## config.mk

```make
export PLATFORM = sky130hd
export DESIGN_NAME = pgctl_unit
export DESIGN_NICKNAME = d
export VERILOG_FILES = /design/src/rtl/pgctl_pkg.sv /design/src/rtl/pgctl_mode_reg.sv /design/src/rtl/pgctl_ext_reg.sv /design/src/rtl/pgctl_gate_reg.sv /design/src/rtl/pgctl_flush_arb.sv /design/src/rtl/pgctl_unit.sv
export SDC_FILE = /design/constraint.sdc
export NUM_CORES = 1
export LEC_CHECK = 0
export ABC_AREA = 1
export BUFFER_PORTS_ARGS = -buffer_cell sky130_fd_sc_hd__buf_4
export CORE_UTILIZATION = 49
export CTS_BUF_LIST = sky130_fd_sc_hd__clkbuf_8
export CTS_CLUSTER_DIAMETER = 50
export DETAILED_ROUTE_END_ITERATION = 8
export MAX_ROUTING_LAYER = met4
export PLACE_DENSITY = 0.95
export SLEW_MARGIN = 25
export SYNTH_ARGS = -nofsm -noshare
export SYNTH_HDL_FRONTEND = slang
export SYNTH_HIERARCHICAL = 1
export SYNTH_SLANG_ARGS = --single-unit
```

## constraint.sdc

```tcl
create_clock -name clk -period 2.25 [get_ports clk]
set_input_delay 0.1125 -clock clk [delete_from_list [all_inputs] [get_ports clk]]
set_output_delay 0.1125 -clock clk [all_outputs]
set_load 0.02 [all_outputs]
```

## src/rtl/pgctl_pkg.sv

```systemverilog
package pgctl_pkg;

  localparam int REG_W = 32;

  // mode register bit positions
  localparam int M_PE = 0;
  localparam int M_MP = 1;
  localparam int M_EM = 2;
  localparam int M_TS = 3;
  localparam int M_ET = 4;
  localparam int M_WP = 16;
  localparam int M_PG = 31;

  // extension register bit positions
  localparam int X_PSE   = 4;
  localparam int X_PAE   = 5;
  localparam int X_PGE   = 7;
  localparam int X_XSTEN = 9;

  localparam logic [REG_W-1:0] MODE_RESET = 32'h6000_0010;
  localparam logic [REG_W-1:0] EXT_RESET  = '0;

  typedef struct packed {
    logic real_mode;
    logic cop_mon;
    logic fpu_emul;
    logic task_sw;
  } mode_flags_t;

  function automatic logic mode_needs_full(logic [REG_W-1:0] cur, logic [REG_W-1:0] nxt);
    return (cur[M_PG] != nxt[M_PG]) || (cur[M_WP] != nxt[M_WP]) || (cur[M_PE] != nxt[M_PE]);
  endfunction

  function automatic logic [REG_W-1:0] mode_sanitize(logic [REG_W-1:0] v);
    logic [REG_W-1:0] r;
    r = v;
    r[M_ET] = 1'b1;
    return r;
  endfunction

  function automatic mode_flags_t mode_decode(logic [REG_W-1:0] v);
    mode_flags_t f;
    f.real_mode = ~v[M_PE];
    f.cop_mon   = v[M_MP];
    f.fpu_emul  = v[M_EM];
    f.task_sw   = v[M_TS];
    return f;
  endfunction

  function automatic logic ext_needs_full(logic [REG_W-1:0] cur, logic [REG_W-1:0] nxt);
    return (cur[X_PGE] != nxt[X_PGE]) || (cur[X_PAE] != nxt[X_PAE]) || (cur[X_PSE] != nxt[X_PSE]);
  endfunction

  function automatic logic [REG_W-1:0] ext_sanitize(logic [REG_W-1:0] v, logic simd);
    logic [REG_W-1:0] r;
    r = v;
    if (!simd) r[X_XSTEN] = 1'b0;
    return r;
  endfunction

endpackage

```

## src/rtl/pgctl_mode_reg.sv

```systemverilog
module pgctl_mode_reg
  import pgctl_pkg::*;
(
  input  logic             clk,
  input  logic             rst_n,
  input  logic             we,
  input  logic [REG_W-1:0] wdata,
  output logic [REG_W-1:0] mode_q,
  output logic             pg_en,
  output mode_flags_t      flags,
  output logic             req_full
);

  logic [REG_W-1:0] mode_next;

  assign mode_next = mode_sanitize(wdata);
  assign req_full  = we && mode_needs_full(mode_q, wdata);

  always_ff @(posedge clk or negedge rst_n) begin
    if (!rst_n) mode_q <= MODE_RESET;
    else if (we) mode_q <= mode_next;
  end

  assign pg_en = mode_q[M_PG];
  assign flags = mode_decode(mode_q);

endmodule

```

## src/rtl/pgctl_ext_reg.sv

```systemverilog
module pgctl_ext_reg
  import pgctl_pkg::*;
(
  input  logic             clk,
  input  logic             rst_n,
  input  logic             we,
  input  logic [REG_W-1:0] wdata,
  input  logic             simd_avail,
  output logic [REG_W-1:0] ext_q,
  output logic             ext_state_en,
  output logic             req_full
);

  logic [REG_W-1:0] ext_next;

  assign ext_next = ext_sanitize(wdata, simd_avail);
  assign req_full = we && ext_needs_full(ext_q, wdata);

  always_ff @(posedge clk or negedge rst_n) begin
    if (!rst_n) ext_q <= EXT_RESET;
    else if (we) ext_q <= ext_next;
  end

  assign ext_state_en = ext_q[X_XSTEN];

endmodule

```

## src/rtl/pgctl_gate_reg.sv

```systemverilog
module pgctl_gate_reg #(
  parameter int ADDR_W   = 32,
  parameter int GATE_BIT = 20
) (
  input  logic              clk,
  input  logic              rst_n,
  input  logic              we,
  input  logic              val,
  output logic              gate_q,
  output logic [ADDR_W-1:0] mask,
  output logic              req_full
);

  assign req_full = we && (val != gate_q);

  always_ff @(posedge clk or negedge rst_n) begin
    if (!rst_n) gate_q <= 1'b1;
    else if (req_full) gate_q <= val;
  end

  for (genvar i = 0; i < ADDR_W; i++) begin : g_mask
    if (i == GATE_BIT) begin : g_gated
      assign mask[i] = gate_q;
    end else begin : g_pass
      assign mask[i] = 1'b1;
    end
  end

endmodule

```

## src/rtl/pgctl_flush_arb.sv

```systemverilog
module pgctl_flush_arb #(
  parameter int N_FULL = 3
) (
  input  logic              clk,
  input  logic              rst_n,
  input  logic [N_FULL-1:0] req_full,
  input  logic              req_local,
  output logic              flush_all,
  output logic              flush_local
);

  logic any_full;
  assign any_full = |req_full;

  always_ff @(posedge clk or negedge rst_n) begin
    if (!rst_n) begin
      flush_all   <= 1'b0;
      flush_local <= 1'b0;
    end else begin
      flush_all   <= any_full;
      flush_local <= req_local && !any_full;
    end
  end

endmodule

```

## src/rtl/pgctl_unit.sv

```systemverilog
module pgctl_unit
  import pgctl_pkg::*;
#(
  parameter int BASE_W   = 32,
  parameter int ADDR_W   = 32,
  parameter int GATE_BIT = 20
) (
  input  logic              clk,
  input  logic              rst_n,
  input  logic              mode_we,
  input  logic [REG_W-1:0]  mode_wdata,
  input  logic              base_we,
  input  logic [BASE_W-1:0] base_wdata,
  input  logic              ext_we,
  input  logic [REG_W-1:0]  ext_wdata,
  input  logic              simd_avail,
  input  logic              gate_we,
  input  logic              gate_val,
  output logic [REG_W-1:0]  mode_q,
  output logic [BASE_W-1:0] base_q,
  output logic [REG_W-1:0]  ext_q,
  output logic              real_mode,
  output logic              cop_mon,
  output logic              fpu_emul,
  output logic              task_sw,
  output logic              ext_state_en,
  output logic [ADDR_W-1:0] addr_mask,
  output logic              flush_all,
  output logic              flush_local
);

  localparam int N_FULL = 3;

  // named internal events
  logic        mode_req_full;
  logic        ext_req_full;
  logic        gate_req_full;
  logic        base_req_local;
  logic        pg_en;
  logic        gate_q;
  mode_flags_t flags;

  pgctl_mode_reg u_mode (
    .clk      (clk),
    .rst_n    (rst_n),
    .we       (mode_we),
    .wdata    (mode_wdata),
    .mode_q   (mode_q),
    .pg_en    (pg_en),
    .flags    (flags),
    .req_full (mode_req_full)
  );

  pgctl_ext_reg u_ext (
    .clk          (clk),
    .rst_n        (rst_n),
    .we           (ext_we),
    .wdata        (ext_wdata),
    .simd_avail   (simd_avail),
    .ext_q        (ext_q),
    .ext_state_en (ext_state_en),
    .req_full     (ext_req_full)
  );

  pgctl_gate_reg #(.ADDR_W(ADDR_W), .GATE_BIT(GATE_BIT)) u_gate (
    .clk      (clk),
    .rst_n    (rst_n),
    .we       (gate_we),
    .val      (gate_val),
    .gate_q   (gate_q),
    .mask     (addr_mask),
    .req_full (gate_req_full)
  );

  // table-base register; paging state is the value held before this edge
  assign base_req_local = base_we && pg_en;

  always_ff @(posedge clk or negedge rst_n) begin
    if (!rst_n) base_q <= '0;
    else if (base_we) base_q <= base_wdata;
  end

  pgctl_flush_arb #(.N_FULL(N_FULL)) u_arb (
    .clk         (clk),
    .rst_n       (rst_n),
    .req_full    ({gate_req_full, ext_req_full, mode_req_full}),
    .req_local   (base_req_local),
    .flush_all   (flush_all),
    .flush_local (flush_local)
  );

  assign real_mode = flags.real_mode;
  assign cop_mon   = flags.cop_mon;
  assign fpu_emul  = flags.fpu_emul;
  assign task_sw   = flags.task_sw;

endmodule

```

==> flow_summary.yaml <==
status:
  status: "completed"
logic_synthesis:
  mappedNetlistArea_sq_mm: 0.004250
  netlist.area_leader.share_pct: 55.93
  synthCells: 483
  synth.area.top_cells: "dfrtp_1 56%, nand2_1 25%, buf_4 7.1%"
  syn_avg_cell_area_sq_um: 8.800
  synth.largest_area_cell: "dfrtp_1"
  yosysWarnings: 6
  synth_seq_cells: 98
  yosys.cell_types.count: 21
  ys_seq_area_share_pct: 57.79
placed_design:
  dp_hpwl_um: 7507
  place_ws_ps: 1130
  place.gp.congestion: 0.7963
  portBuffers: 205
sta:
  hold_viol: 0
  clock.fmax_ghz: 0.7470
  skew_ps: 11.34
  slew_violations: 0
  relSlewSlack_pct: 63.03
  tightest_slew_ps: 553.7
  setup_ws_ps: 911.3
  finalCritPeriodShare_pct: 59.50
  setup_viol_count_final: 0
  rsz0062_at_grt: "no"
  fin_setup_tns_ps: 0
  period_needed_ps: 1339
power_and_ir_drop:
  swShare_pct: 30.60
  power.internal_w: 0.002966
  total_power_w: 0.004275
  comb_power_share_pct: 26.3
  clockPowerShare_pct: 26.2
  seq_power_share_pct: 47.5
  switchingPower_w: 0.001308
  power_leakage_nw: 3.744
  peakVddDrop_mv: 0.4158
  powerDensity_mw_per_mm2: 637.2
clock_tree:
  cts_tree: "done"
  cts_root_buf: "clkbuf_8"
  cts.sinks: 98
  cts_htree_levels: 3
  clock_path_buffers: 2
  cts_buffers: 9
  clkTransAtPathRegs_ps: 100
  cts_setup_buffers: 0
  clock_latency_ps: 340
worst_hold_path:
  whs_path_depth: 3
  worstHoldPathType: "in -> reg"
  min_from: "mode_wdata[0]"
  holdPathEnd: "u_mode/mode_q[0]"
setup_path:
  cp-end-kind: "flop"
  critPathMaxFanout: 4
  reg2reg_depth: 3
  r2r-end: "u_gate/gate_q"
  worstPathArrival_ps: 1630
  r2r_slack_ps: 910
  cp.required_ps: 2540
  cp-start-kind: "flop"
  crit_type: "reg -> reg"
  rr_startpoint: "u_gate/gate_q"
routing:
  routedWlPerCell_um: 15.36
  routed_wl_um: 13470
  routed_via_density: 4.812
  route.vias.total: 4220
  ant_nets: 0
  drtIter0Drc: 191
  drtPass1Iterations: 4
  post-route-drc-count: 0
die:
  core_area_sq_mm: 0.008299
  ioPinCount: 239
  die_y_um: 95.14
  start_util_pct: 51.21
  dieWidth_um: 95.14
  die_area_sq_mm: 0.009051
  rows: 33
global_routing:
  antenna_found_initial: 0
  grt_pass1_wl_um: 20420
  overflow: 0
  grt_start_max_net_pins: 54
  first_global_vias: 4316
  track_usage_pct: 31.04
run:
  drv_cap: 0
cells_and_area:
  drive_gt1_share_pct: 31.61
  post-route-util_pct: 80.84
  layout_commonest_cell: "nand2_1"
  final_nets: 871
  final_cell_mix: "279 x nand2_1, 207 x buf_4, 95 x dfrtp_1, 94 x dlygate4sd3_1, 32 x conb_1"
  antennaDiodeCount: 0
  n_fill_cell: 423
  synthToLayoutAreaGrowth_pct: 57.85
[critical path, cell delays in order (launching register included)]
cell and delay (ps):
dfstp_2 570, inv_1 40, o21ai_1 120, dlygate4sd3_1 560
[stage by stage]
step,area (sq um),instances,hold WS [ps]
floorplan,4363,513,-183.1
finish,6709,877,20.36
detailed placement,5570,767,-37.43
CTS,6709,877,1.519
global route,6709,877,1.160
global placement,5570,767,-39.17
[state kept, by name (all words and copies together), names as in the netlist]
register / cells
u_mode/mode_q: 31
u_gate/gate_q: 1
base_q: 32
u_arb/flush_local: 1
u_ext/ext_q: 32
u_arb/flush_all: 1
[per-layer routing]
layer / vias to the layer above / global-route usage [%] / share of wire [%]
met5: - / - / 0
met2: 237 / 55.18 / 53
li1: 1932 / - / -
met3: 46 / 6.140 / 7.8
met4: 0 / 16.92 / 3.8
met1: 2005 / 32.02 / 35
[synthesized netlist by cell type]
cell type  instances
buf_4             40
buf_12             1
conb_1             2
xnor2_1            2
nand2_2           12
dfstp_2            3
inv_1             13
inv_2              1
inv_4              1
o21ai_0            5
a21oi_2            1
a21oi_1            1
nor2_2             3
nand2_1          279
nand3_1            1
buf_6             14
buf_2              4
dfrtp_1           95
nor2_1             3
o21ai_1            1
inv_8              1
[layout make-up]
class,count,area (sq um),share of cell area [%]
Sequential cell,98,2456,36.61
Inverter,16,70.07,1.044
Timing Repair Buffer,302,2515,37.49
Clock buffer,10,137.6,2.051
Tap cell,105,131.4,1.958
Multi-Input combinational cell,340,1339,19.96
Clock inverter,6,60.06,0.8952
[logic make-up after synthesis]
kind of cell	synth area share (%)
other	0.1767
AO/OA/AOI/OAI	1.030
XOR/XNOR	0.4122
flip-flops	57.79
buffers and inverters	13.36
AND/OR/NAND/NOR	27.23
[what timing repair did]
item | in CTS | in global routing
resized for setup | 0 | 0
hold buffers | 94 | 0
endpoints found under the hold margin | 186 | 0
[how the worst max path moves through the flow]
stage / startpoint / endpoint / depth (start not counted)
2_1_floorplan: u_ext/ext_q[7] / u_arb/flush_local / 8
3_3_place_gp: ext_we / u_arb/flush_local / 6
3_5_place_dp: ext_we / u_arb/flush_local / 6
4_1_cts: u_gate/gate_q / u_gate/gate_q / 3
5_1_grt: u_gate/gate_q / u_gate/gate_q / 3
6_report: u_gate/gate_q / u_gate/gate_q / 3
[power by group through the flow]
stage / sequential, W / clock [W] / combinational (W)
final: 0.00203 / 0.00112 / 0.00112
after floorplan: 0.00223 / 0 / 0.000355
after global placement: 0.00204 / 0 / 0.000937
after CTS: 0.00202 / 0.00115 / 0.00109
after detailed placement: 0.00205 / 0 / 0.000960
after global routing: 0.00204 / 0.00122 / 0.00121
Power figures use the tool's default switching activity.
